==> src/rtl/decerr_irq_regs.sv <==
module decerr_irq_regs #(
  parameter int ADDR_W = 8,
  parameter int DATA_W = 32
) (
  input  logic              clk,
  input  logic              rst_n,
  input  logic              wr_en,
  input  logic [3:0]        wstrb,
  input  logic              rd_en,
  input  logic [ADDR_W-1:0] addr,
  input  logic [DATA_W-1:0] wdata,
  output logic [DATA_W-1:0] rdata,
  input  logic              hw_event,
  output logic              irq_o
);

  localparam logic [ADDR_W-1:0] OFS_STAT = ADDR_W'(4);
  localparam logic [ADDR_W-1:0] OFS_MASK = ADDR_W'(8);
  localparam logic [ADDR_W-1:0] OFS_UNM  = ADDR_W'(12);
  localparam logic [ADDR_W-1:0] OFS_REM  = ADDR_W'(16);

  logic status_q, mask_q;
  logic wr_full, clr_hit, unm_hit, rem_hit;
  logic unused_bits;

  assign wr_full = wr_en && (&wstrb);
  assign clr_hit = wr_full && (addr == OFS_STAT) && wdata[0];
  assign unm_hit = wr_full && (addr == OFS_UNM)  && wdata[0];
  assign rem_hit = wr_full && (addr == OFS_REM)  && wdata[0];
  assign unused_bits = ^wdata[DATA_W-1:1];

  always_ff @(posedge clk) begin
    if (!rst_n)        status_q <= 1'b0;
    else if (hw_event) status_q <= 1'b1;
    else if (clr_hit)  status_q <= 1'b0;
  end

  always_ff @(posedge clk) begin
    if (!rst_n)       mask_q <= 1'b1;
    else if (rem_hit) mask_q <= 1'b1;
    else if (unm_hit) mask_q <= 1'b0;
  end

  assign irq_o = status_q & ~mask_q;

  always_comb begin
    rdata = '0;
    if (rd_en) begin
      if (addr == OFS_STAT)      rdata[0] = status_q;
      else if (addr == OFS_MASK) rdata[0] = mask_q;
    end
  end

  a_r2_event_sets: assert property (@(posedge clk) disable iff (!rst_n)
    hw_event |=> status_q);

  a_r3_clear_works: assert property (@(posedge clk) disable iff (!rst_n)
    (clr_hit && !hw_event) |=> !status_q);

  a_r5_mask_holds: assert property (@(posedge clk) disable iff (!rst_n)
    !(unm_hit || rem_hit) |=> $stable(mask_q));

  a_r7_remask: assert property (@(posedge clk) disable iff (!rst_n)
    rem_hit |=> (mask_q && !irq_o));

  a_r8_strobes_read_zero: assert property (@(posedge clk) disable iff (!rst_n)
    (rd_en && (addr == OFS_UNM || addr == OFS_REM)) |-> (rdata == '0));

  a_r9_irq_cause: assert property (@(posedge clk) disable iff (!rst_n)
    $rose(irq_o) |-> $past(hw_event || unm_hit));

  a_r10_partial_ignored: assert property (@(posedge clk) disable iff (!rst_n)
    (wr_en && !(&wstrb) && !hw_event) |=> ($stable(mask_q) && $stable(status_q)));

endmodule

==> config.mk <==
export PLATFORM = sky130hd
export DESIGN_NAME = decerr_irq_regs
export DESIGN_NICKNAME = d
export VERILOG_FILES = /design/src/rtl/decerr_irq_regs.sv
export SDC_FILE = /design/constraint.sdc
export NUM_CORES = 1
export LEC_CHECK = 0
export BUFFER_PORTS_ARGS = -buffer_cell sky130_fd_sc_hd__buf_4
export CELL_PAD_IN_SITES_DETAIL_PLACEMENT = 1
export CELL_PAD_IN_SITES_GLOBAL_PLACEMENT = 2
export CORE_UTILIZATION = 10
export DETAILED_ROUTE_END_ITERATION = 8
export PLACE_DENSITY_LB_ADDON = 0.12
export SETUP_SLACK_MARGIN = 0.15
export SLEW_MARGIN = 20
export SYNTH_ARGS = -nofsm -noshare
export SYNTH_HDL_FRONTEND = slang
export SYNTH_SLANG_ARGS = --single-unit
==> constraint.sdc <==
create_clock -name clk -period 2.65 [get_ports clk]
set_clock_uncertainty 0.15 [all_clocks]
set_input_delay 0.1325 -clock clk [delete_from_list [all_inputs] [get_ports clk]]
set_output_delay 0.1325 -clock clk [all_outputs]
set_load 0.02 [all_outputs]
Word level (Yosys, flattened, before mapping)
Index checks and enable logic that the tools add are counted.
- mux-type cells: 5
- equality and inequality tests: 4
- reduce and logical (&&, ||, !) cells: 10
- bitwise logic cells: 3
- operators by type and width (operator ; count):
    == test 8 x 4 -> 1 bit (second input constant) ; 2
    == test 8 x 3 -> 1 bit (second input constant) ; 1
    == test 8 x 5 -> 1 bit (second input constant) ; 1
    logical AND 1 bit ; 7
    2-to-1 mux 1 bit ; 5
    AND reduction 4 bit ; 1
    inverter 1 bit ; 2
    nonzero test 2 bit ; 1
    OR reduction 2 bit ; 1
    AND 1 bit ; 1
- flip-flop bits (word level): 2
- word-level logic and storage cells: 24
- input bits: 49

Longest topological paths before layout
Gate-level depths: netlist (run 1).
- depth after elaboration: 6
- depth in mapped cells: 4
- mapped depth without buffers: 4

Worst setup path after synthesis (run 1)
OpenSTA, ideal clock, no wires.
- kind: in2reg
- start: input port addr[1]
- end: register mask_q
- cell stages on the path: 4
- arrival time: 1.167 ns
- buffers on the path: 0
- path slack: 1.213 ns
- required time: 2.380 ns
- path through: or4_4 nor4_4 o2111ai_1 o31a_1
- longest elaborated chain between the ends: 4
- elaborated cells on any way between the ends: 7
- ends and longest elaborated chain (element ; line ; RTL):
    start: declaration ; 10 ; input logic [ADDR_W-1:0] addr,
    == test 8 x 5 -> 1 bit ; 29 ; assign rem_hit = wr_full && (addr == OFS_REM) && wdata[0];
    logical AND 1 bit (2 in series) ; 29 ;
    OR reduction 2 bit (no source line) ; -- ;
    end signal: assignment ; 39 ; if (!rst_n) mask_q <= 1'b1;
    end signal: assignment ; 40 ; else if (rem_hit) mask_q <= 1'b1;
    end signal: assignment ; 41 ; else if (unm_hit) mask_q <= 1'b0;
    end: declaration ; 22 ; logic status_q, mask_q;
Parallel ways exist; a longest one is shown, timed or not.
A chain may end at the register's enable or synchronous reset.

Final worst setup path (run 1)
- start: input port addr[1]
- end: output port rdata[0]
- longest elaborated chain between the ends: 4
- elaborated cells on any way between the ends: 5
- ends and longest elaborated chain (element ; line ; RTL):
    == test 8 x 4 -> 1 bit ; 50 ; else if (addr == OFS_MASK) rdata[0] = mask_q;
    2-to-1 mux 1 bit ; 50 ;
    2-to-1 mux 1 bit (*) ; 49 ; if (addr == OFS_STAT) rdata[0] = status_q;
    2-to-1 mux 1 bit (*) ; 48 ; if (rd_en) begin
    end: declaration ; 12 ; output logic [DATA_W-1:0] rdata,
Every way passes the cells marked *; elsewhere a longest branch is shown, timed or not.

==> run summary, run 1 <==
Run status -> complete, no violations
Row count -> 22
Placed insts -> 119
Routed vias -> 349
Pin count of the biggest net entering global routing -> 6
Post-synthesis mux area share -> 0
Most frequent CP cell -> buf_4
Vias/cell -> 2.86
Drt first pass iters -> 2
Sequential share of the synthesized area -> 0.0976
Diodes inserted -> 0
FFs w/ async S/R, synth -> 0
Initial Util -> 0.108
# clock sinks -> 2
NetSw -> 0.0751 mW
Full die area -> 0.00436 mm^2
Fin. max-slew vios -> 0
Vias in the first global route -> 284
Gr ovfl total -> 0
Routability Congestion -> 0.637
# resized after CTS -> 0
Fin Setup TNS -> 0 ps
Top Layer Used -> met4
Worst Path Required -> 2370 ps
GRT Resource Usage Total -> 0.0405
Setup slack after layout -> 1020 ps
Syn Inst Count -> 53
Synth area leader -> buf_4
Pwr dens -> 416 mW/mm^2
Setup violators final -> 0
CP arrival -> 1340 ps
Max FO, Critical Path -> 2
IO Pins -> 82
Fmax -> 615 MHz
Unrepaired setup endpoints after global routing -> no
Post-synthesis simple-gate area fraction -> 0.192
Place WS -> 1000 ps
Synth Register Bits -> 2
Layout area overhead -> 30.2%
CTS max path bufs -> 2
Die Ht -> 66.1 um
Combinational share of power -> 0.308
Layout Cells excl Fill -> 122
CP Cell Sequence -> buf_4, or4_4, nor3_1, and3_1, buf_4
Tcrit/Tclk final -> 0.614
Clk root buf -> clkbuf_8
Worst path slowest cell -> or4_4
Crit path max-delay family -> simple AND/OR/NAND/NOR gates
First-pass GRT wire length -> 1200 um
Number of flops mapped to enable cells by yosys -> 0
Clk slew on worst S/H paths -> 30 ps
Power Total -> 0.222 mW
Synth Area in Compound Gates -> 0.116
Synth warnings -> 0
Final count of hold timing violations -> 0
Seq pwr share -> 0.145
Buffers on Ports -> 19
Setup bufs post-CTS -> 0
Startpoint Class -> primary input
Largest family of logic cells by synthesized area -> buffers and inverters
Syn Std Cell Area -> 410 um^2
Nets -> 125
Met2 wire len -> 378 um
CP endpoint kind -> primary output
Initial antenna violation count -> 0
WS Path Type -> primary input to primary output
Antenna-violating nets left -> 0
Synth Area in Adders -> 0
Tmin final -> 1630 ps
Most common cell in the netlist -> buf_4
TritonCTS buffer count -> 3
Met1 WL -> 352 um
Clk pwr share -> 0.547
Xor/xnor cell area share of the yosys netlist -> 0
Die width -> 66.1 um
Max Cap Viol -> 0
Core area -> 0.00380 mm^2
CTS H-Tree Depth -> 1
Hold WC Path Type -> primary input to flop
P_leak -> 0.277 nW
Iter 0 DRT Violations -> 3
Net Sw Frac -> 0.338
Proportion of layout cells with a drive suffix above 1 -> 0.338
Max VDD drop -> 0.0874 mV
Critical path buffer and inverter count -> 2
Met3 wire length -> 127 um
Leading cell types by count after synthesis -> buf_4, dfxtp_1, inv_1, nor3b_1, o21ai_0
CTS tree -> built
Final wirelength -> 886 um
Skew-Pair Late Insertion Delay -> 210 ps
Synth top area cells -> buf_4, dfxtp_1, nor4_4
Largest stage delay, worst path -> 550 ps
Int Power -> 0.147 mW
Synth top area share -> 0.567
DRC viols -> 0
Ys flop type -> dfxtp_1
Per-cell routed wire length -> 7.26 um
Hold_buf cts -> 0
Avg Cell Area, Syn -> 7.74 um^2
Yosys cell types -> 19
## logic make-up after synthesis
| kind of cell | after synthesis |
|---|---|
| flops | 2 |
| buf+inv | 33 |
| simple gates | 10 |
| compound gates | 7 |
| other cells | 1 |
## metrics by stage
stage	utilization	hold slack [ps]	cell area, um^2
floorplan	-	121	523
global placement	0.130	290	493
detailed placement	0.130	270	493
CTS	0.141	48.8	534
global route	0.141	70.5	534
finish	0.141	49.8	534
## power by group through the flow
stage          Combinational, mW  Clock [mW]  Sequential (mW)
6_report                  0.0686       0.122           0.0323
3_5_place_dp              0.0682           0           0.0327
2_1_floorplan             0.0804           0           0.0323
5_1_grt                   0.0745       0.131           0.0323
4_1_cts                   0.0682       0.126           0.0323
3_3_place_gp              0.0682           0           0.0327
## worst paths after layout
kind / start / end / slack, ps / depth (start not counted)
min reg2reg: status_q$_SDFFE_PN0P_ / status_q$_SDFFE_PN0P_ / 420 / 2
max reg2reg: mask_q$_SDFFE_PP1P_ / mask_q$_SDFFE_PP1P_ / 1670 / 3
max: addr[1] / rdata[0] / 1020 / 5
min: rst_n / status_q$_SDFFE_PN0P_ / 50 / 3
## metal layers
layer	vias to the layer above	track usage
met5	-	0
met4	0	0.0479
met3	4	0.0138
met2	37	0.0548
met1	149	0.0449
li1	159	-
## state kept, by name (all words and copies together), names as in the netlist
| register | cells |
|---|---|
| status_q | 1 |
| mask_q | 1 |
## area by class of cell
type | count | area [um^2]
clock buffer | 3 | 41.3
fill | 482 | 3260
inverter | 2 | 7.51
multi-input combinational | 48 | 243
sequential | 2 | 40.0
tap | 48 | 60.1
timing repair buffer | 19 | 143
## cell usage in the layout (no fill, tap or decap), types with 2 or more instances in the layout
cell and count:
conb_1 31, dfxtp_1 2, buf_4 19, nor3b_1 2, o21ai_0 2, inv_1 2, clkbuf_8 3
## worst reg2reg max path, delay by kind of cell (launching register included)
kind               cells  cell delay [ps]
AOI/OAI and AO/OA      3              400
DFF                    1              380
No activity file was read; power rests on OpenSTA's default activity.
==> run 2, diff against run 1 <==
clock period = 1.45 ns   (was 2.65 ns; I/O delays follow)
==> run summary, run 2 (synthesized netlist as in run 1, its figures left out) <==
Fin Setup TNS -> 0 ps (unchanged)
Worst reg2reg setup slack -> 360 ps (was 1670 ps)
CTS H-Tree Depth -> 1 (unchanged)
Drt first pass iters -> 2 (unchanged)
WS Path Type -> primary input to primary output (unchanged)
Vias in the first global route -> 300 (was 284)
Die width -> 66.1 um (unchanged)
Global routing usage on met1 -> 0.0418 (was 0.0449)
RR Endpoint -> mask_q$_SDFFE_PP1P_ (unchanged)
Worst r2r src -> mask_q$_SDFFE_PP1P_ (unchanged)
Hpwl dp -> 797 um
Met2 usage -> 0.0587 (was 0.0548)
Gr ovfl total -> 0 (unchanged)
Initial Util -> 0.108 (unchanged)
Hold Path Sink -> status_q$_SDFFE_PN0P_ (unchanged)
Fmax -> 715 MHz
Post-Route Utilization -> 0.155 (was 0.141)
Hold_buf cts -> 0 (unchanged)
Setup violators final -> 0 (unchanged)
Routability Congestion -> 0.626 (was 0.637)
Startpoint Class -> primary input (unchanged)
R2r worst-path depth -> 4 (was 3)
Setup slack after layout -> 51.0 ps (was 1020 ps)
Full die area -> 0.00436 mm^2 (unchanged)
Commonest cells after routing, fill and taps aside -> conb_1, buf_4, clkbuf_8, buf_6 (was conb_1, buf_4, clkbuf_8)
Final wirelength -> 898 um (was 886 um)
Layout area overhead -> 43.3% (was 30.2%)
Largest registers -> mask_q x1, status_q x1 (unchanged)
GRT Resource Usage Total -> 0.0401 (was 0.0405)
Area of the multi-input gates -> 259 um^2 (was 243 um^2)
CTS max path bufs -> 2 (unchanged)
CP endpoint kind -> primary output (unchanged)
Commonest non-fill, non-tap cell in the layout -> conb_1 (unchanged)
Buffers on Ports -> 19 (unchanged)
Routed vias -> 359 (was 349)
Place WS -> -136 ps (was 1000 ps)
Met3 global-route usage -> 0.0276 (was 0.0138)
Worst Path Required -> 1230 ps (was 2370 ps)
Initial antenna violation count -> 0 (unchanged)
Fin. max-slew vios -> 0 (unchanged)
Pin count of the biggest net entering global routing -> 6 (unchanged)
Die Ht -> 66.1 um (unchanged)
Sequential cell area -> 43.8 um^2 (was 40.0 um^2)
Run status -> complete, no violations (unchanged)
CTS tree -> built (unchanged)
Tcrit/Tclk final -> 0.965
Row count -> 22 (unchanged)
TritonCTS buffer count -> 3 (unchanged)
Unrepaired setup endpoints after global routing -> yes (was no)
Tmin final -> 1400 ps
Antenna-violating nets left -> 0 (unchanged)
DRC viols -> 0 (unchanged)
P_leak -> 0.297 nW (was 0.277 nW)
Core area -> 0.00380 mm^2 (unchanged)
Diodes inserted -> 0 (unchanged)
Pwr dens -> 682 mW/mm^2 (was 416 mW/mm^2)
Max Cap Viol -> 0 (unchanged)
Nets -> 128 (was 125)
Busiest layer in global routing -> met2 (unchanged)
Clk root buf -> clkbuf_8 (unchanged)
Iter 0 DRT Violations -> 10 (was 3)
Per-cell routed wire length -> 7.18 um (was 7.26 um)
# fillers -> 483 (was 482)
Proportion of layout cells with a drive suffix above 1 -> 0.403 (was 0.338)
First-pass GRT wire length -> 1260 um (was 1200 um)
Max VDD drop -> 0.198 mV (was 0.0874 mV)
# clock sinks -> 2 (unchanged)
IO Pins -> 82 (unchanged)
Max FO, Critical Path -> 2 (unchanged)
Final count of hold timing violations -> 0 (unchanged)
Vias/cell -> 2.87 (was 2.86)
Hold Path Depth -> 3 (unchanged)
Skew-Pair Late Insertion Delay -> 200 ps (was 210 ps)
Clk slew on worst S/H paths -> 20 ps (was 30 ps)
CP arrival -> 1180 ps (was 1340 ps)
Hold WC Path Type -> primary input to flop (unchanged)
Hold wc startpoint -> rst_n (unchanged)
[run 2: changes by cell type in the layout (fill, tap and decap cells not counted)]
cell     before  now
and3_4        0    1
and3_1        1    0
nor3_4        0    1
buf_6         0    3
dfxtp_1       2    1
nor3_1        1    0
dfxtp_4       0    1
[run 2: metal layers]
layer	wire length, um	part of all wire
met5	0	0
met2	392	0.44
met1	352	0.39
met4	17	0.019
met3	135	0.15
[run 2: worst max path at each step]
stage                              startpoint             endpoint
after floorplan                       addr[1]  mask_q$_SDFFE_PP1P_
after global placement                addr[1]  mask_q$_SDFFE_PP1P_
after detailed placement              addr[1]  mask_q$_SDFFE_PP1P_
after CTS                 mask_q$_SDFFE_PP1P_             rdata[0]
after global routing                  addr[7]             rdata[0]
final                                 addr[7]             rdata[0]
[run 2: per-stage QoR]
step / hold WS (ps) / instance area [um^2] / power [mW] / cells
4_1_cts: 3.74 / 573 / 0.411 / 124
3_3_place_gp: 243 / 500 / 0.185 / 120
5_1_grt: 33.9 / 588 / 0.431 / 125
6_report: 22.8 / 588 / 0.401 / 125
3_5_place_dp: 223 / 500 / 0.185 / 120
2_1_floorplan: 60.8 / 523 / 0.206 / 83
[run 2: power breakdown]
group          total [mW]  leakage [nW]  switching, mW  internal (mW)
clock network       0.213        0.0216         0.0378          0.175
registers          0.0571        0.0164        0.00136         0.0557
logic               0.131         0.259         0.0927         0.0387
total               0.401         0.297          0.132          0.269
[run 2: cell type report]
cell class,count,share of cell area
Timing Repair Buffer,22,0.300
Tap cell,48,0.102
Sequential cell,2,0.0745
Clock buffer,3,0.0702
Multi-Input combinational cell,48,0.440
Inverter,2,0.0128
[run 2: what timing repair did]
| action | 4_1_cts | 5_1_grt |
|---|---|---|
| setup endpoints to repair | 2 | 2 |
| setup buffers | 1 | 1 |
| endpoints found under the hold margin | 0 | 0 |
| pin swaps | 4 | 1 |
| resized for setup | 6 | 2 |
[run 2: critical path, cell delays in order]
cell and delay, ps:
buf_6 90, or4_4 560, nor3_4 140, and3_4 200
buf_6 110
==> run 3, diff against run 2 <==
==> constraint.sdc (replaced) <==
create_clock -name clk -period 1.45 [get_ports clk]
set_clock_uncertainty 0.15 [all_clocks]
set_input_delay 0.2175 -clock clk [delete_from_list [all_inputs] [get_ports clk]]
set_output_delay 0.2175 -clock clk [all_outputs]
set_load 0.02 [all_outputs]
==> run summary, run 3 (synthesized netlist as in run 1, its figures left out) <==
Layout Cells excl Fill -> 125 (unchanged)
Met2 wire len -> 454 um (was 392 um)
Clk pwr share -> 0.526 (was 0.530)
Diodes inserted -> 0 (unchanged)
Met1 WL -> 299 um (was 352 um)
First-pass GRT wire length -> 1260 um (unchanged)
Antenna-violating nets left -> 0 (unchanged)
Routability Congestion -> 0.659 (was 0.626)
WS Path Type -> primary input to primary output (unchanged)
Nets -> 128 (unchanged)
Core area -> 0.00380 mm^2 (unchanged)
Clk root buf -> clkbuf_8 (unchanged)
Vias/cell -> 2.82 (was 2.87)
Clk slew on worst S/H paths -> 30 ps (was 20 ps)
CP endpoint kind -> primary output (unchanged)
Vias in the first global route -> 318 (was 300)
Fin. max-slew vios -> 0 (unchanged)
Place WS -> -319 ps (was -136 ps)
Routed vias -> 353 (was 359)
Run status -> complete, but fails checks (was complete, no violations)
Hold Slack -> 153 ps (was 22.8 ps)
Tmin final -> 1700 ps (was 1400 ps)
TritonCTS buffer count -> 3 (unchanged)
Drt first pass iters -> 2 (unchanged)
Pin count of the biggest net entering global routing -> 5 (was 6)
Most frequent CP cell -> buf_6 (unchanged)
Per-cell routed wire length -> 7.24 um (was 7.18 um)
Commonest cells after routing, fill and taps aside -> conb_1, buf_4, buf_6 (was conb_1, buf_4, clkbuf_8, buf_6)
GRT Resource Usage Total -> 0.0415 (was 0.0401)
Seq pwr share -> 0.146 (was 0.142)
Proportion of layout cells with a drive suffix above 1 -> 0.403 (unchanged)
Post-Route Utilization -> 0.158 (was 0.155)
Unrepaired setup endpoints after global routing -> yes (unchanged)
Die Ht -> 66.1 um (unchanged)
NetSw -> 0.133 mW (was 0.132 mW)
# clock sinks -> 2 (unchanged)
Max VDD drop -> 0.204 mV (was 0.198 mV)
Sequential cell area -> 40.0 um^2 (was 43.8 um^2)
Initial Util -> 0.108 (unchanged)
Layout area overhead -> 46.0% (was 43.3%)
P_leak -> 0.301 nW (was 0.297 nW)
Met3 wire length -> 103 um (was 135 um)
Worst Path Required -> 1080 ps (was 1230 ps)
Hold WC Path Type -> primary input to flop (unchanged)
CP Cell Sequence -> buf_6, or4_4, nor3_4, and3_4, buf_6 (unchanged)
Fmax -> 590 MHz (was 715 MHz)
Int Power -> 0.273 mW (was 0.269 mW)
CTS max path bufs -> 2 (unchanged)
Area of the multi-input gates -> 267 um^2 (was 259 um^2)
Skew-Pair Late Insertion Delay -> 210 ps (was 200 ps)
Hold_buf cts -> 0 (unchanged)
Worst path slowest cell -> or4_4 (unchanged)
Largest stage delay, worst path -> 550 ps (was 560 ps)
CTS H-Tree Depth -> 1 (unchanged)
Buffers on Ports -> 19 (unchanged)
DRC viols -> 0 (unchanged)
Max Cap Viol -> 0 (unchanged)
CP arrival -> 1330 ps (was 1180 ps)
Largest registers -> mask_q x1, status_q x1 (unchanged)
Setup slack after layout -> -246 ps (was 51.0 ps)
Commonest non-fill, non-tap cell in the layout -> conb_1 (unchanged)
Initial antenna violation count -> 0 (unchanged)
Iter 0 DRT Violations -> 2 (was 10)
Final count of hold timing violations -> 0 (unchanged)
Row count -> 22 (unchanged)
Max FO, Critical Path -> 2 (unchanged)
Hpwl dp -> 796 um (was 797 um)
Gr ovfl total -> 0 (unchanged)
Startpoint Class -> primary input (unchanged)
Combinational share of power -> 0.328 (was 0.327)
# fillers -> 472 (was 483)
Die width -> 66.1 um (unchanged)
Pwr dens -> 677 mW/mm^2 (was 682 mW/mm^2)
Top Layer Used -> met4 (unchanged)
Placed insts -> 120 (unchanged)
Full die area -> 0.00436 mm^2 (unchanged)
Net Sw Frac -> 0.327 (was 0.329)
Final wirelength -> 905 um (was 898 um)
Setup violators final -> 2 (was 0)
Tcrit/Tclk final -> 1.17 (was 0.965)
CTS tree -> built (unchanged)
Failing checks -> negative setup slack
IO Pins -> 82 (unchanged)
run 3: cell types whose count changed in the layout (fill, tap and decap cells not counted):
cell and change:
dfxtp_4 -1, nor2b_1 -1, dfxtp_1 +1, buf_6 +2
nor2b_4 +1, buf_4 -2
run 3: layer usage:
metal	up-vias	GRT usage
li1	164	-
met1	153	0.0357
met2	32	0.0727
met3	4	0.00517
met4	0	0.0559
met5	-	0
run 3: final cells by class:
class                           instances  area share
Multi-Input combinational cell         48       0.445
Timing Repair Buffer                   22       0.307
Inverter                                2      0.0125
Clock buffer                            3      0.0689
Tap cell                               48       0.100
Sequential cell                         2      0.0668
run 3: timing repair:
item,4_1_cts,5_1_grt
endpoints found under the setup margin,2,3
resized for setup,5,3
endpoints found under the hold margin,0,0
pin swaps,2,2
setup buffers,2,0
run 3: final timing paths:
kind / from / end / slack (ps) / cells after the start
setup / recovery: addr[1] / rdata[0] / -250 / 5
hold / removal: rst_n / status_q$_SDFFE_PN0P_ / 150 / 3
setup reg to reg: mask_q$_SDFFE_PP1P_ / mask_q$_SDFFE_PP1P_ / 410 / 4
hold reg to reg: status_q$_SDFFE_PN0P_ / status_q$_SDFFE_PN0P_ / 440 / 2
run 3: power groups by stage:
stage	combinational (mW)	sequential [mW]	clock, mW
global placement	0.127	0.0597	0
floorplan	0.147	0.0590	0
detailed placement	0.126	0.0593	0
global route	0.144	0.0593	0.226
CTS	0.132	0.0587	0.221
finish	0.133	0.0591	0.213
run 3: worst max-delay path: cells and delay by family:
kind | cells | cell delay (ps)
simple gates | 3 | 900
buf+inv | 2 | 200
run 3: metrics by stage:
| step | power (mW) | instance area [um^2] | setup TNS, ps |
|---|---|---|---|
| 5_1_grt | 0.429 | 599 | -429 |
| 3_3_place_gp | 0.186 | 510 | -583 |
| 2_1_floorplan | 0.206 | 533 | -128 |
| 3_5_place_dp | 0.186 | 510 | -560 |
| 4_1_cts | 0.412 | 588 | -381 |
| 6_report | 0.405 | 599 | -356 |
